### config.mk
export PLATFORM = sky130hd
export DESIGN_NAME = bw_array_mult
export DESIGN_NICKNAME = d
export VERILOG_FILES = /design/src/rtl/bw_pkg.sv /design/src/rtl/bw_pp_row.sv /design/src/rtl/bw_array_stage.sv /design/src/rtl/bw_ripple_stage.sv /design/src/rtl/bw_array_mult.sv
export SDC_FILE = /design/constraint.sdc
export NUM_CORES = 1
export LEC_CHECK = 0
export ABC_AREA = 0
export ABC_CLOCK_PERIOD_IN_PS = 1600
export BUFFER_PORTS_ARGS = -buffer_cell sky130_fd_sc_hd__buf_2
export CAP_MARGIN = 20
export CORE_MARGIN = 3
export CORE_UTILIZATION = 60
export DETAILED_ROUTE_END_ITERATION = 16
export PLACE_DENSITY = 0.86
export SETUP_SLACK_MARGIN = 0.02
export SKIP_CTS_REPAIR_TIMING = 1
export SLEW_MARGIN = 5
export SYNTH_ARGS = -nofsm -noshare
export SYNTH_HDL_FRONTEND = slang
export SYNTH_SLANG_ARGS = --single-unit
### constraint.sdc
create_clock -name clk -period 1.6 [get_ports clk]
set_input_delay 0.24 -clock clk [delete_from_list [all_inputs] [get_ports clk]]
set_output_delay 0.24 -clock clk [all_outputs]
set_load 0.02 [all_outputs]
### src/rtl/bw_pkg.sv
`timescale 1ns/1ps
package bw_pkg;

  localparam int unsigned BW_DEF_W = 8;

  // Cycles from the accepting edge to the product: (W-1) array rows after
  // the first, plus W two-bit ripple stages.
  function automatic int unsigned bw_latency(input int unsigned w);
    return 2 * w - 1;
  endfunction

endpackage

### src/rtl/bw_pp_row.sv
`timescale 1ns/1ps
// One partial-product row placed at its column offset. Bits that carry a
// negative weight (exactly one factor is a sign bit) are complemented.
module bw_pp_row #(
  parameter int unsigned W   = 8,
  parameter int unsigned ROW = 0
) (
  input  logic [W-1:0]   a_i,
  input  logic           b_bit,
  output logic [2*W-1:0] row_o
);

  always_comb begin
    row_o = '0;
    for (int j = 0; j < W; j++) begin
      row_o[ROW + j] = (a_i[j] & b_bit) ^ ((j == W - 1) != (ROW == W - 1));
    end
  end

endmodule

### src/rtl/bw_array_stage.sv
`timescale 1ns/1ps
// One array row: a carry-save step that folds partial-product row ROW into
// the running sum/carry pair, every cell registered, operands skewed along.
module bw_array_stage #(
  parameter int unsigned W   = 8,
  parameter int unsigned ROW = 1
) (
  input  logic             clk,
  input  logic             rst_n,
  input  logic             v_i,
  input  logic [W-1:0]     a_i,
  input  logic [W-1:0]     b_i,
  input  logic [2*W-1:0]   s_i,
  input  logic [2*W-1:0]   c_i,
  output logic             v_o,
  output logic [W-1:0]     a_o,
  output logic [W-1:0]     b_o,
  output logic [2*W-1:0]   s_o,
  output logic [2*W-1:0]   c_o
);

  localparam int unsigned TW = 2 * W;

  logic [TW-1:0] pp;
  logic [TW-1:0] s_n;
  logic [TW-1:0] c_n;

  bw_pp_row #(.W(W), .ROW(ROW)) u_pp (
    .a_i   (a_i),
    .b_bit (b_i[ROW]),
    .row_o (pp)
  );

  // Sum bits stay in their column (diagonal in the array picture); carries
  // move one column up (straight down to the next row's cell).
  always_comb begin
    s_n = s_i ^ c_i ^ pp;
    c_n = ((s_i & c_i) | (s_i & pp) | (c_i & pp)) << 1;
  end

  always_ff @(posedge clk or negedge rst_n) begin
    if (!rst_n) v_o <= 1'b0;
    else        v_o <= v_i;
  end

  always_ff @(posedge clk) begin
    if (v_i) begin
      a_o <= a_i;
      b_o <= b_i;
      s_o <= s_n;
      c_o <= c_n;
    end
  end

  // Carry-save step keeps the represented value (modulo 2^TW).
  p_csa_keep_r1: assert property (@(posedge clk) disable iff (!rst_n)
    v_o |-> (s_o + c_o) == $past(s_i + c_i + pp));

endmodule

### src/rtl/bw_ripple_stage.sv
`timescale 1ns/1ps
// One slice of the pipelined ripple-carry final adder: resolves columns
// 2P and 2P+1, writes the result bits into the sum word, clears the carry
// word there and hands the slice carry to the next stage.
module bw_ripple_stage #(
  parameter int unsigned W = 8,
  parameter int unsigned P = 0
) (
  input  logic             clk,
  input  logic             rst_n,
  input  logic             v_i,
  input  logic [2*W-1:0]   s_i,
  input  logic [2*W-1:0]   c_i,
  input  logic             cy_i,
  output logic             v_o,
  output logic [2*W-1:0]   s_o,
  output logic [2*W-1:0]   c_o,
  output logic             cy_o
);

  localparam int unsigned TW = 2 * W;
  localparam int unsigned LO = 2 * P;

  logic [2:0]    dsum;
  logic [TW-1:0] s_n;
  logic [TW-1:0] c_n;

  always_comb begin
    dsum = {1'b0, s_i[LO+1:LO]} + {1'b0, c_i[LO+1:LO]} + {2'b00, cy_i};
    s_n  = s_i;
    s_n[LO +: 2] = dsum[1:0];
    c_n  = c_i;
    c_n[LO +: 2] = 2'b00;
  end

  always_ff @(posedge clk or negedge rst_n) begin
    if (!rst_n) v_o <= 1'b0;
    else        v_o <= v_i;
  end

  always_ff @(posedge clk) begin
    if (v_i) begin
      s_o  <= s_n;
      c_o  <= c_n;
      cy_o <= dsum[2];
    end
  end

  // The slice moves value between words without changing the total.
  p_ripple_keep_r1: assert property (@(posedge clk) disable iff (!rst_n)
    v_o |-> (s_o + c_o + (TW'(cy_o) << (LO + 2))) ==
            $past(s_i + c_i + (TW'(cy_i) << LO)));

endmodule

### src/rtl/bw_array_mult.sv
`timescale 1ns/1ps
module bw_array_mult
  import bw_pkg::*;
#(
  parameter int unsigned W = BW_DEF_W
) (
  input  logic             clk,
  input  logic             rst_n,
  input  logic             in_valid,
  input  logic [W-1:0]     in_a,
  input  logic [W-1:0]     in_b,
  output logic             out_valid,
  output logic [2*W-1:0]   out_prod
);

  localparam int unsigned TW  = 2 * W;
  localparam int unsigned LAT = bw_latency(W);
  localparam int unsigned CW  = $clog2(LAT + 1) + 1;
  // Sign-handling constant: ones at column W and column 2W-1.
  localparam logic [TW-1:0] FIX = (TW'(1) << W) | (TW'(1) << (TW - 1));

  // ---------------- reset release ----------------
  logic [1:0] rsync;
  logic       rst_int_n;

  always_ff @(posedge clk or negedge rst_n) begin
    if (!rst_n) rsync <= 2'b00;
    else        rsync <= {rsync[0], 1'b1};
  end
  assign rst_int_n = rsync[1];

  // ---------------- array rows ----------------
  logic          v_p [W];
  logic [TW-1:0] s_p [W];
  logic [TW-1:0] c_p [W];
  logic [W-1:0]  a_p [W-1];
  logic [W-1:0]  b_p [W-1];
  logic [W-1:0]  a_tail_unused;
  logic [W-1:0]  b_tail_unused;

  assign v_p[0] = in_valid;
  assign s_p[0] = FIX;
  assign a_p[0] = in_a;
  assign b_p[0] = in_b;

  bw_pp_row #(.W(W), .ROW(0)) u_row0 (
    .a_i   (in_a),
    .b_bit (in_b[0]),
    .row_o (c_p[0])
  );

  for (genvar r = 1; r < W; r++) begin : g_row
    if (r < W - 1) begin : g_mid
      bw_array_stage #(.W(W), .ROW(r)) u_stage (
        .clk (clk), .rst_n (rst_int_n),
        .v_i (v_p[r-1]), .a_i (a_p[r-1]), .b_i (b_p[r-1]),
        .s_i (s_p[r-1]), .c_i (c_p[r-1]),
        .v_o (v_p[r]),   .a_o (a_p[r]),   .b_o (b_p[r]),
        .s_o (s_p[r]),   .c_o (c_p[r])
      );
    end else begin : g_last
      bw_array_stage #(.W(W), .ROW(r)) u_stage (
        .clk (clk), .rst_n (rst_int_n),
        .v_i (v_p[r-1]), .a_i (a_p[r-1]), .b_i (b_p[r-1]),
        .s_i (s_p[r-1]), .c_i (c_p[r-1]),
        .v_o (v_p[r]),   .a_o (a_tail_unused), .b_o (b_tail_unused),
        .s_o (s_p[r]),   .c_o (c_p[r])
      );
    end
  end

  // ---------------- pipelined ripple adder ----------------
  logic          rv  [W+1];
  logic [TW-1:0] rs  [W+1];
  logic [TW-1:0] rc  [W];
  logic          rcy [W];
  logic [TW-1:0] c_tail_unused;
  logic          cy_tail_unused;

  assign rv[0]  = v_p[W-1];
  assign rs[0]  = s_p[W-1];
  assign rc[0]  = c_p[W-1];
  assign rcy[0] = 1'b0;

  for (genvar p = 0; p < W; p++) begin : g_rip
    if (p < W - 1) begin : g_mid
      bw_ripple_stage #(.W(W), .P(p)) u_slice (
        .clk (clk), .rst_n (rst_int_n),
        .v_i (rv[p]), .s_i (rs[p]), .c_i (rc[p]), .cy_i (rcy[p]),
        .v_o (rv[p+1]), .s_o (rs[p+1]), .c_o (rc[p+1]), .cy_o (rcy[p+1])
      );
    end else begin : g_last
      bw_ripple_stage #(.W(W), .P(p)) u_slice (
        .clk (clk), .rst_n (rst_int_n),
        .v_i (rv[p]), .s_i (rs[p]), .c_i (rc[p]), .cy_i (rcy[p]),
        .v_o (rv[p+1]), .s_o (rs[p+1]), .c_o (c_tail_unused),
        .cy_o (cy_tail_unused)
      );
    end
  end

  assign out_valid = rv[W];
  assign out_prod  = rs[W];

  // ---------------- occupancy tracking for the checks ----------------
  logic [CW-1:0] inflight, inflight_n;
  logic [CW-1:0] idle, idle_n;

  always_comb begin
    inflight_n = inflight + CW'(in_valid) - CW'(out_valid);
    if (in_valid)                idle_n = '0;
    else if (idle == CW'(LAT))   idle_n = idle;
    else                         idle_n = idle + 1'b1;
  end

  always_ff @(posedge clk or negedge rst_int_n) begin
    if (!rst_int_n) begin
      inflight <= '0;
      idle     <= '0;
    end else begin
      inflight <= inflight_n;
      idle     <= idle_n;
    end
  end

  p_inflight_cap_r3: assert property (@(posedge clk) disable iff (!rst_int_n)
    inflight <= CW'(LAT));

  p_no_orphan_r2: assert property (@(posedge clk) disable iff (!rst_int_n)
    out_valid |-> inflight != '0);

  p_idle_quiet_r7: assert property (@(posedge clk) disable iff (!rst_int_n)
    (idle == CW'(LAT)) |-> !out_valid);

endmodule

# == After elaboration in Yosys (flattened, before gate mapping) ==
# Index checks and enable logic that the tools add are counted.
# classes
n_addsub,15
bitwise,123
# op_table
op,n
$or 15x15->15,12
$and 15x15->15,8
$xor 16x16->16,6
$and 1x1->1,64
$and 15x10->15,2
$and 15x11->15,2
$and 15x12->15,2
$and 15x13->15,2
$and 15x14->15,2
$add 2x2->3,7
$add 3x1->3,6
$xor 16x10->16,1
$xor 16x11->16,1
$xor 16x12->16,1
$xor 16x13->16,1
$xor 16x14->16,1
$xor 16x15->16,1
$xor 16x9->16,1
$or 9x15->15,1
$not 1->1,14
$and 8x9->9,1
$add 2x1->2,1
$add 2x2->2,1
# word_totals
reg_bits,521
input_bits,19
word_cells,202

# == Logic depth before layout (Yosys ltp) ==
# logic_depth
ltp_word,5
mapped_depth,4
ltp_nobuf,4

# == By module ==
# Synthesis repeated with hierarchy kept, for this count alone.
# hier_totals
cells_unflattened,962
hier_area_um2,21693.3
# by_module_without_submodules
module,instances,cells_per_inst,area_each_um2
bw_array_stage,7,66,1771.7
bw_ripple_stage,8,45,1044.8
bw_pp_row (g_row[1].g_mid.u_stage.u_pp ...),7,17,111.4
bw_pp_row (g_row[7].g_last.u_stage.u_pp),1,17,96.3
bw_array_mult,1,4,57.6

# == Worst setup path after synthesis ==
# OpenSTA, ideal clock, no wires.
# synth_timing
path_kind,register to register
from,register g_rip[4].g_mid.u_slice.cy_o
to,"register g_rip[5].g_mid.u_slice.s_o[11], data pin"
setup_ns,0.250
arrival_ns,1.277
slack_ns,0.073
path_stages_with_launch,5
path_buffers,0
cell_sequence,edfxtp_1 -> inv_1 -> fa_1 -> fa_1 -> inv_1
# synth_via
elab_chain_cells,1
# synth_rtl
element,line,rtl
from (decl),bw_ripple_stage.sv:18,output logic cy_o
from (signal assigned),bw_ripple_stage.sv:45,cy_o <= dsum[2];
$add 3x1->3,bw_ripple_stage.sv:29,"dsum = {1'b0, s_i[LO+1:LO]} + {1'b0, c_i[LO+1:LO]} + {2'b00, cy_i};"
via g_rip[5].g_mid.u_slice.dsum[1],bw_ripple_stage.sv:24,logic [2:0] dsum;
to (signal assigned),bw_ripple_stage.sv:43,s_o <= s_n;
to (decl),bw_ripple_stage.sv:16,"output logic [2*W-1:0] s_o,"
# The timed path passes the listed nets, and every way through them passes these cells.
# A chain may end at the register's enable or synchronous reset.

# == Final worst setup path ==
# Ends and elaborated chain as after synthesis.

==> impl_summary.md <==
Min path
The class of the tightest hold or removal check is input port to asynchronous set/reset pin.

Clock tree
The TritonCTS clock tree is yes. After clock tree synthesis, the clock-pin slew on the worst setup and hold paths is 60 ps. The H-tree was split into 2 levels. The TritonCTS buffer count is 38.

The tree is rooted in a sky130_fd_sc_hd__clkbuf_16. CTS saw 394 sinks. The maximum root-to-sink buffer count is 3. The clock reaches the later pin of the worst-skew pair after 510 ps.

Setup path
At the worst endpoint, the arrival time is 1790 ps. The length in cells of the worst reg-to-reg path is 4. The longest individual stage delay on the worst path is 490 ps. The top cell family by delay on the critical path is adder cells. The end of the worst register-to-register path is g_rip[5].g_mid.u_slice.s_o[11]. The classification of the worst setup path is flop to flop. The required arrival time at the worst endpoint is 1860 ps.

The cell that appears most often on the critical path is sky130_fd_sc_hd__inv_1. The worst setup path is captured at a flop. The critical-path cell with the highest stage delay is sky130_fd_sc_hd__fa_1. The worst register-to-register path begins at g_rip[4].g_mid.u_slice.cy_o.

The setup check on the worst reg-to-reg path leaves a slack of 70 ps. In this run the worst path has a maximum fanout of 1. STA classifies the critical path startpoint as a flop.

The critical path buffer and inverter count is 2. The signal on the critical path passes through inv_1 -> fa_2 -> fa_1 -> inv_1.

Logic synthesis
The leading cell type by number of instances after synthesis is sky130_fd_sc_hd__edfxtp_1. The mean instance size in the synthesized netlist is 19.5 um2. The synthesized design contains 377 enable-type register cells. Counting every net in the synthesized netlist gives 797. The number of register bits inferred by synthesis is 394. The largest area contributor in the synthesized netlist is sky130_fd_sc_hd__edfxtp_1. The share of the synthesized area in the top cell type is 81.3%. The portion of the post-synthesis area used by sequential elements is 84.3%. The most used flip-flop cell after synthesis is sky130_fd_sc_hd__edfxtp_1.

The area of the mapped netlist is 0.0139 mm2. The distinct cell type count of the synthesized netlist is 10. By count the netlist is led by sky130_fd_sc_hd__edfxtp_1 (377), sky130_fd_sc_hd__inv_1 (188), sky130_fd_sc_hd__fa_1 (48), sky130_fd_sc_hd__nand2_1 (42), sky130_fd_sc_hd__and2_1 (23). The Yosys step of the flow raised 0 warnings. In the synthesized netlist the async set-or-reset flop fraction comes to 4.31%. The synthesized instance count is 716. By area the synthesized netlist is led by sky130_fd_sc_hd__edfxtp_1 (81%), sky130_fd_sc_hd__fa_1 (6.9%), sky130_fd_sc_hd__inv_1 (5.1%).

Detailed routing
After detailed routing, the average wire length per cell comes to 15.0 um. The violation count after the first detailed-routing iteration is 233. In the routed design, unresolved DRC markers number 0. The post-detailed-route via-to-cell ratio is 4.82.

The detailed router placed 5431 vias in this run. The number of nets with antenna violations after detailed routing is 0. The final layout contains routed wiring with a total length of 16900 um. The pre-antenna-repair detailed-routing pass consisted of 4 iterations.

Layout
The multi-input combinational cell area is 0.00146 mm2. The filler cell count in the final layout is 1295. Summing all flip-flop and latch instances after layout gives 0.0117 mm2. Measured on the finished design, the core utilization comes to 70.2%. The area of all placed cells without fillers is 0.0159 mm2.

Cells with a size suffix above 1 make up 12.2% of the layout. Compared with the post-synthesis result, the final layout area differs by 14.5%. The final layout net count is 896. The filler-free cell count of the finished design is 1127. The diode insertion count for antenna repair is 0.

Global routing
For this run the aggregate overflow at the end of global routing stands at 0. The first global-routing pass estimated 26800 um of wire. The largest net degree at the start of global routing is 33. The overall track demand over capacity in global routing is 13.8%. The number of antenna violations at the first check in global routing was 0. The via count of the first global-routing pass came to 5813.

Placed design
The count of port buffers added during placement is 35. The congestion estimate from routability-driven global placement came to 0.678. The instance count after placement with tap cells included is 1045. The half-perimeter wire length of the detailed placement result is 10200 um. Once placement finished, the instance area stood at 0.0146 mm2.

Pwr
IR analysis of the VDD net gives a maximum drop of 1.04 mV. The cell area power density is 1410 mW/mm2. Overall power consumption after layout is estimated at 22600 uW. The analysis attributes to cell leakage a power of 0.00638 uW.

STA
The worst pin sits at a relative slew slack of 54.4%. Setup repair after global routing left no endpoint under its margin. The number of max-slew violations in the final report is 0.

Based on the critical path, the design can be clocked at up to 0.654 GHz. The measured slew at the worst slew-check pin is 684 ps. Setup violations remaining at the end of the flow were counted as 0. The number of hold-slack violations in the final timing report is 0. For the final database, setup skew stands at 18.5 ps.

After layout, the worst path uses 95.6% of the clock period. Subtracting the final worst setup slack from the clock period gives 1530 ps. Summed over all failing endpoints, the final setup total negative slack is 0 ps.

Floorplan
The floorplan step defined a die boundary enclosing 0.0251 mm2. The number of cell rows is 55. Pin placement for this block handled 36 I/O pins. The area of the core is 0.0227 mm2.

The initial utilization of the core area, before any placement, comes to 61.3%. The floorplan step set the die height to 158 um. The horizontal extent of the die is 158 um.

Run
The total of max-cap violations is 0.

Outcome
The run finished with clean final reports.
[report_power, final]
group          internal, uW  total (uW)  switching (uW)
registers             12400       12600             269
logic                   434        1220             789
clock network          5240        8680            3440
total                 18100       22600            4500
[how the worst max path moves through the flow]
stage,startpoint,to,depth (start not counted)
2_1_floorplan,g_rip[4].g_mid.u_slice.cy_o,g_rip[5].g_mid.u_slice.s_o[11],4
3_3_place_gp,g_rip[4].g_mid.u_slice.cy_o,g_rip[5].g_mid.u_slice.s_o[11],4
3_5_place_dp,g_rip[4].g_mid.u_slice.cy_o,g_rip[5].g_mid.u_slice.s_o[11],4
4_1_cts,g_rip[4].g_mid.u_slice.cy_o,g_rip[5].g_mid.u_slice.s_o[11],4
5_1_grt,g_row[2].g_mid.u_stage.b_o[3],g_row[3].g_mid.u_stage.s_o[8],3
6_report,g_rip[4].g_mid.u_slice.cy_o,g_rip[5].g_mid.u_slice.s_o[11],4
[layout by cell type (no fill, tap or decap)]
master	n
sky130_fd_sc_hd__nand2_1	42
sky130_fd_sc_hd__conb_1	1
sky130_fd_sc_hd__inv_1	188
sky130_fd_sc_hd__clkbuf_1	10
sky130_fd_sc_hd__bufinv_16	3
sky130_fd_sc_hd__fa_1	46
sky130_fd_sc_hd__edfxtp_1	377
sky130_fd_sc_hd__xor2_1	1
sky130_fd_sc_hd__ha_1	14
sky130_fd_sc_hd__clkinv_1	5
sky130_fd_sc_hd__buf_12	1
sky130_fd_sc_hd__fa_2	2
sky130_fd_sc_hd__clkbuf_16	41
sky130_fd_sc_hd__buf_4	13
sky130_fd_sc_hd__clkinvlp_4	3
sky130_fd_sc_hd__clkbuf_8	2
sky130_fd_sc_hd__clkinv_2	3
sky130_fd_sc_hd__and2_1	23
sky130_fd_sc_hd__dlygate4sd3_1	15
sky130_fd_sc_hd__buf_2	35
sky130_fd_sc_hd__dfrtp_1	17
[through the flow]
step	hold slack (ps)	setup slack [ps]
2_1_floorplan	-55.6	73.4
3_3_place_gp	25.6	60.7
3_5_place_dp	27.1	19.7
4_1_cts	-512	12.3
5_1_grt	58.3	21.5
6_report	52.8	71.0
[area by class of cell]
type	instances	area share, %
Clock buffer	53	6.84
Clock inverter	14	0.918
Inverter	188	4.43
Multi-Input combinational cell	129	9.13
Sequential cell	394	73.7
Tap cell	285	2.24
Timing Repair Buffer	64	2.78
[flip-flops by register name (all words and copies together), names as in the netlist]
name / flops
g_row.g_mid.u_stage.s_o: 69
g_row.g_mid.u_stage.c_o: 48
g_rip.g_last.u_slice.v_o: 1
g_row.g_mid.u_stage.b_o: 21
g_row.g_last.u_stage.s_o: 15
g_row.g_last.u_stage.c_o: 8
g_rip.g_last.u_slice.s_o: 16
g_row.g_mid.u_stage.a_o: 48
g_row.g_mid.u_stage.v_o: 6
g_rip.g_mid.u_slice.c_o: 44
rsync: 2
g_rip.g_mid.u_slice.cy_o: 3
g_rip.g_mid.u_slice.s_o: 105
g_row.g_last.u_stage.v_o: 1
g_rip.g_mid.u_slice.v_o: 7
[per-layer routing]
| layer | wire [um] | share of wire (%) | global-route usage (%) | vias to the layer above |
|---|---|---|---|---|
| met1 | 5710 | 34 | 13.2 | 2710 |
| li1 | - | - | - | 2585 |
| met5 | 0 | 0 | 0 | - |
| met4 | 428 | 2.5 | 4.92 | 0 |
| met3 | 676 | 4.0 | 3.13 | 35 |
| met2 | 10100 | 60 | 28.2 | 101 |
[cell families (layout without fill, tap and decap cells)]
logic type	Yosys count	in the layout	share of synthesized area, %
other	1	1	0.0269
flip-flops	394	394	84.3
buffers and inverters	193	319	5.25
XOR/XNOR	1	1	0.0629
adder cells (fa/ha/maj)	62	62	8.16
AND/OR/NAND/NOR	65	65	2.17
No activity file was read; power rests on OpenSTA's default activity.
